### src/rtl/gfinv_pkg.sv
// Shared types for the binary-field inverter.
package gfinv_pkg;
    // Controller states: idle/load, divide, commit coefficients, present result.
    typedef enum logic [1:0] {
        ST_IDLE = 2'd0,
        ST_DIV  = 2'd1,
        ST_STEP = 2'd2,
        ST_OUT  = 2'd3
    } inv_state_t;
endpackage

### src/rtl/msb_index.sv
// Leading-one detector: returns the index of the highest set bit of vec
// and whether vec is nonzero. idx is 0 when vec is zero.
module msb_index #(
    parameter int W  = 9,
    localparam int IW = (W > 1) ? $clog2(W) : 1
) (
    input  logic [W-1:0]  vec,
    output logic [IW-1:0] idx,
    output logic          nz
);
    // Scan upward so the last set bit found is the highest.
    always_comb begin
        idx = '0;
        nz  = |vec;
        for (int i = 0; i < W; i++) begin
            if (vec[i]) idx = IW'(i);
        end
    end
endmodule

### src/rtl/poly_divider.sv
// Sequential GF(2) polynomial divider. Each cycle it cancels the leading
// term of the running remainder, shifting the divisor by the degree
// difference. One cycle per quotient term. Assumes a nonzero divisor.
// valid pulses for one cycle once rem has degree below the divisor.
module poly_divider #(
    parameter int W  = 9,
    localparam int IW = (W > 1) ? $clog2(W) : 1
) (
    input  logic         clk,
    input  logic         rst_n,
    input  logic         go,
    input  logic [W-1:0] dividend,
    input  logic [W-1:0] divisor,
    output logic [W-1:0] quot,
    output logic [W-1:0] rem,
    output logic         valid
);
    logic [W-1:0]  rem_q, quot_q;
    logic          busy_q, valid_q;
    logic [IW-1:0] r_idx, d_idx, shamt;
    logic          r_nz, d_nz;
    logic          can_step;

    msb_index #(.W(W)) u_rdeg (.vec(rem_q),   .idx(r_idx), .nz(r_nz));
    msb_index #(.W(W)) u_ddeg (.vec(divisor), .idx(d_idx), .nz(d_nz));

    // Decide whether another leading term can be cancelled.
    always_comb begin
        shamt    = r_idx - d_idx;
        can_step = r_nz && d_nz && (r_idx >= d_idx);
    end

    // Load, iterate one quotient term per cycle, then flag completion.
    always_ff @(posedge clk) begin
        if (!rst_n) begin
            rem_q   <= '0;
            quot_q  <= '0;
            busy_q  <= 1'b0;
            valid_q <= 1'b0;
        end else if (go) begin
            rem_q   <= dividend;
            quot_q  <= '0;
            busy_q  <= 1'b1;
            valid_q <= 1'b0;
        end else if (busy_q) begin
            if (can_step) begin
                rem_q  <= rem_q ^ (divisor << shamt);
                quot_q <= quot_q | (W'(1) << shamt);
            end else begin
                busy_q  <= 1'b0;
                valid_q <= 1'b1;
            end
        end else begin
            valid_q <= 1'b0;
        end
    end

    assign quot  = quot_q;
    assign rem   = rem_q;
    assign valid = valid_q;
endmodule

### src/rtl/clmul.sv
// Carry-less (GF(2)) multiplier, purely combinational, no reduction.
module clmul #(
    parameter int AW = 8,
    parameter int BW = 9,
    localparam int PW = AW + BW - 1
) (
    input  logic [AW-1:0] a,
    input  logic [BW-1:0] b,
    output logic [PW-1:0] p
);
    logic [PW-1:0] part [BW];

    for (genvar gi = 0; gi < BW; gi++) begin : g_part
        assign part[gi] = b[gi] ? ({{(BW-1){1'b0}}, a} << gi) : '0;
    end

    // Fold the partial products with XOR.
    always_comb begin
        p = '0;
        for (int i = 0; i < BW; i++) p = p ^ part[i];
    end
endmodule

### src/rtl/gf2m_eea_inverter.sv
// Extended-Euclid inverter over GF(2^M) modulo a fixed irreducible POLY
// (degree M, bit M set). The operand must be nonzero. A four-state
// controller runs the divider repeatedly. The Bezout coefficient is
// updated after every division whose remainder is nonzero, so the
// inverse is ready when a zero remainder appears.
module gf2m_eea_inverter #(
    parameter int         M    = 8,
    parameter logic [M:0] POLY = 9'h11B
) (
    input  logic         clk,
    input  logic         rst_n,
    input  logic         start,
    input  logic [M-1:0] a_in,
    output logic         done,
    output logic [M-1:0] inv_out
);
    import gfinv_pkg::*;

    localparam int DW = M + 1;
    localparam int PW = 2 * M;

    inv_state_t    state_q;
    logic [DW-1:0] f_q, a_q;
    logic [M-1:0]  g1_q, g2_q;
    logic          launch_q;
    logic [DW-1:0] div_quot, div_rem;
    logic          div_valid;
    logic [PW-1:0] prod;
    logic [M-1:0]  prod_hi;
    logic [M-1:0]  g2_next;

    poly_divider #(.W(DW)) u_div (
        .clk      (clk),
        .rst_n    (rst_n),
        .go       (launch_q),
        .dividend (f_q),
        .divisor  (a_q),
        .quot     (div_quot),
        .rem      (div_rem),
        .valid    (div_valid)
    );

    clmul #(.AW(M), .BW(DW)) u_mul (
        .a (g2_q),
        .b (div_quot),
        .p (prod)
    );

    // Next coefficient: low half of g2*q plus the older coefficient.
    always_comb begin
        prod_hi = prod[PW-1:M];
        g2_next = prod[M-1:0] ^ g1_q;
    end

    // Controller: load, divide, commit the round, present the result.
    always_ff @(posedge clk) begin
        if (!rst_n) begin
            state_q  <= ST_IDLE;
            f_q      <= '0;
            a_q      <= '0;
            g1_q     <= '0;
            g2_q     <= '0;
            launch_q <= 1'b0;
        end else begin
            launch_q <= 1'b0;
            case (state_q)
                ST_IDLE: begin
                    if (start) begin
                        f_q      <= POLY;
                        a_q      <= {1'b0, a_in};
                        g1_q     <= '0;
                        g2_q     <= M'(1);
                        launch_q <= 1'b1;
                        state_q  <= ST_DIV;
                    end
                end
                ST_DIV: begin
                    if (div_valid) begin
                        state_q <= (div_rem == '0) ? ST_OUT : ST_STEP;
                    end
                end
                ST_STEP: begin
                    g1_q     <= g2_q;
                    g2_q     <= g2_next;
                    f_q      <= a_q;
                    a_q      <= div_rem;
                    launch_q <= 1'b1;
                    state_q  <= ST_DIV;
                end
                default: begin
                    state_q <= ST_IDLE;
                end
            endcase
        end
    end

    assign done    = (state_q == ST_OUT);
    assign inv_out = g2_q;
endmodule

### config.mk
export PLATFORM = sky130hd
export DESIGN_NAME = gf2m_eea_inverter
export DESIGN_NICKNAME = d
export VERILOG_FILES = /design/src/rtl/gfinv_pkg.sv /design/src/rtl/msb_index.sv /design/src/rtl/poly_divider.sv /design/src/rtl/clmul.sv /design/src/rtl/gf2m_eea_inverter.sv
export SDC_FILE = /design/constraint.sdc
export NUM_CORES = 1
export LEC_CHECK = 0
export BUFFER_PORTS_ARGS = -buffer_cell sky130_fd_sc_hd__clkbuf_2
export CORE_ASPECT_RATIO = 1.5
export CORE_MARGIN = 2
export CORE_UTILIZATION = 40
export DETAILED_ROUTE_END_ITERATION = 12
export SLEW_MARGIN = 40
export SYNTH_ARGS = -nofsm -noshare
export SYNTH_HDL_FRONTEND = slang
export SYNTH_SLANG_ARGS = --single-unit
### constraint.sdc
create_clock -name clk -period 3.8 [get_ports clk]
set_clock_uncertainty 0.1 [all_clocks]
set_input_delay 0.76 -clock clk [delete_from_list [all_inputs] [get_ports clk]]
set_output_delay 0.76 -clock clk [all_outputs]
set_load 0.005 [all_outputs]
==> out/metrics.csv <==
stage;metric;value;unit
synthesis;synthArstFlopShare;0;%
sta;fin_setup_tns;0;ns
synthesis;synth.most_common_cell;dfxtp_1;
setup_path;cp-end-kind;flop;
clocking;worstSkewPairLatency;0.29;ns
clocking;cts_num_sinks;56;
routing;vias;2896;
sta;setup_slack;0.196;ns
clocking;post_cts_resized;0;
routing;post_drt_wl_per_cell;16.3;µm
floorplan;dieArea;8890;µm²
grt;antenna_found_initial;0;
placed_design;pre_cts_ws;0.264;ns
synthesis;netlist_instances;404;
synthesis;yosys.area.top_type;dfxtp_1;
synthesis;ys_types;50;
floorplan;die_h;114;µm
layout;layout.nets;432;
sta;hold_violations;0;
outcome;status;finished clean;
layout;final_layout_size_suffix_gt1_share;15.8;%
power_and_ir_drop;p_leak;1.32;nW
synthesis;synth_top_cell_area_share;34.4;%
power_and_ir_drop;power.density;426;nW/µm²
clocking;hold_buffers;0;
grt;grt_overflow;0;
routing;via_per_inst;5.55;
grt;top_usage_layer;met2;
synthesis;yosys_register_bits;56;
sta;rsz0062_at_grt;false;
synthesis;synth-edff-count;0;
sta;max_freq;0.277;GHz
synthesis;synth-main-ff-cell;dfxtp_1;
sta;final_max_slew_viol_count;0;
grt;use_met1;22.6;%
setup_path;critical_path.max_fanout;8;
grt;grtUsageMet2;36.4;%
setup_path;cp-start-kind;flop;
floorplan;io_pins;20;
power_and_ir_drop;total_power;1.54;mW
clocking;htreeDepth;2;
routing;drt-initial-drc-count;101;
clocking;postCtsSetupRepairBufs;0;
layout;nFillCells;792;
routing;wl;8520;µm
sta;setup_viol;0;
layout;utilization;45.6;%
grt;use_met3;2.84;%
setup_path;critical_path_class;flop to flop;
grt;grt_util_all_layers;19.9;%
setup_path;critPathRequiredTime;3.92;ns
sta;min_period;3.60;ns
clocking;cts_tree;done;
floorplan;die-width;77.7;µm
grt;grt_start_max_net_pins;32;
clocking;path_clk_slew;0.07;ns
layout;syn_to_final_growth;11.3;%
sta;fin_hold_ws;0.348;ns
clocking;cts_root_buffer;clkbuf_16;
synthesis;synthTopCellsByArea;dfxtp_1 34%, xnor2_1 5.9%, nand2_1 5.4%;
routing;drcViolationCount;0;
placed_design;gp_congestion;0.882;
routing;dr.pass1.iters;4;
placed_design;portBuffers;19;
synthesis;syn_area_per_cell;8.06;µm²
sta;tightestPinTransition;0.661;ns
layout;multiInputGateArea;2000;µm²
synthesis;yosys-top-cells-count;56 x dfxtp_1, 47 x nand2_1, 42 x nor2_1;
layout;final-seq-area;1120;µm²
synthesis;ys_seq_area_share;34.4;%
synthesis;ys_warn_count;0;
layout;diodes;0;
sta;period_share;94.8;%
power_and_ir_drop;irDropWorstVdd;0.328;mV
grt;grt_pass1_wl;13900;µm
synthesis;synth_nets;420;
clocking;numCtsBuffers;5;
placed_design;dpl.hpwl;6140;µm
sta;relSlewSlack;55.6;%
setup_path;worstPathArrival;3.72;ns
floorplan;rows;40;
worst_hold_path;hold_class;flop to flop;
grt;grt_pass1_vias;2737;
routing;antenna_left;0;
floorplan;initial_core_util;40.9;%
floorplan;core-area;7960;µm²
run;drv_cap;0;
synthesis;synth_area;3260;µm²
clocking;max-clock-path-buffers;2;
[sequential cells by signal, summed over array words and instances (netlist names)]
name / cells
state_q: 2
f_q: 9
launch_q: 1
u_div.quot: 8
u_div.rem: 9
inv_out: 8
u_div.busy_q: 1
g1_q: 8
a_q: 9
u_div.valid: 1
[final cells by class]
type | instances | area share [%]
clock buffers | 6 | 3.83
inverters | 9 | 0.932
repair buffers | 32 | 5.32
clock inverters | 2 | 0.276
well taps | 105 | 3.62
multi-input cells | 312 | 55.1
flip-flops and latches | 56 | 30.9
[layer usage]
layer | routed length (µm) | share of wire (%)
met4 | 235 | 2.8
met2 | 4470 | 52
met1 | 3560 | 42
met3 | 254 | 3.0
met5 | 0 | 0
[logic make-up after synthesis]
kind of cell / synth area share (%)
AND/OR/NAND/NOR: 23.4
AO/OA/AOI/OAI: 22.7
flip-flops: 34.4
buffers and inverters: 4.23
XOR/XNOR: 9.15
multiplexers: 3.96
adder cells (fa/ha/maj): 2.15
[path summary, 6_finish.rpt]
check	startpoint	endpoint	slack (ns)	cells past startpoint
worst max-delay path	a_q[2]$_SDFFE_PN0P_	u_div.rem[3]$_SDFFE_PN0P_	0.20	14
worst min-delay path	u_div.valid$_SDFFE_PP0N_	state_q[1]$_SDFFE_PN0P_	0.35	2
worst max register to register	a_q[2]$_SDFFE_PN0P_	u_div.rem[3]$_SDFFE_PN0P_	0.20	14
worst min register to register	u_div.valid$_SDFFE_PP0N_	state_q[1]$_SDFFE_PN0P_	0.35	2
[critical path, cell delays in order (launching register included)]
cell	delay [ns]
dfxtp_1	0.45
inv_1	0.06
a21oi_1	0.15
nor2_1	0.05
nor2_1	0.08
nor2_1	0.04
o21a_1	0.16
ha_1	0.25
fa_1	0.50
a21boi_0	0.16
o21ai_1	0.22
o2111ai_2	0.26
a211o_1	0.43
or3_1	0.39
a31oi_1	0.20
[per-stage QoR]
stage / cell area (µm²) / instances
3_5_place_dp: 3480 / 514
5_1_grt: 3620 / 522
6_report: 3620 / 522
4_1_cts: 3620 / 522
2_1_floorplan: 3260 / 404
3_3_place_gp: 3480 / 514
[cell usage in the layout, fill, tap and decap left out, types with 2 or more instances in the layout]
cell type and instances:
xor2_1 12, nor2_1 42, o221a_2 13, ha_1 4, or3_1 7, nor3_1 4
buf_4 13, or2_2 2, a211oi_1 2, nand2b_1 4, a31oi_1 8, clkinv_2 2
and2_1 3, a21boi_0 2, inv_1 9, o311a_1 2, mux2_2 5, clkbuf_16 5
mux2i_1 5, nor2b_1 27, dfxtp_1 56, o21ai_0 20, a21oi_1 23, clkbuf_2 19
xnor2_1 22, nand3_1 10, nor4_1 3, a22oi_1 19, o21a_1 5, nand2_1 47
[power by group]
group / internal (mW) / switching (mW) / total, mW / leakage [nW]
combinational: 0.181 / 0.255 / 0.436 / 0.784
sequential: 0.610 / 0.0324 / 0.642 / 0.456
clock: 0.260 / 0.206 / 0.467 / 0.0766
Note: power is estimated with default switching activity, not from simulation.
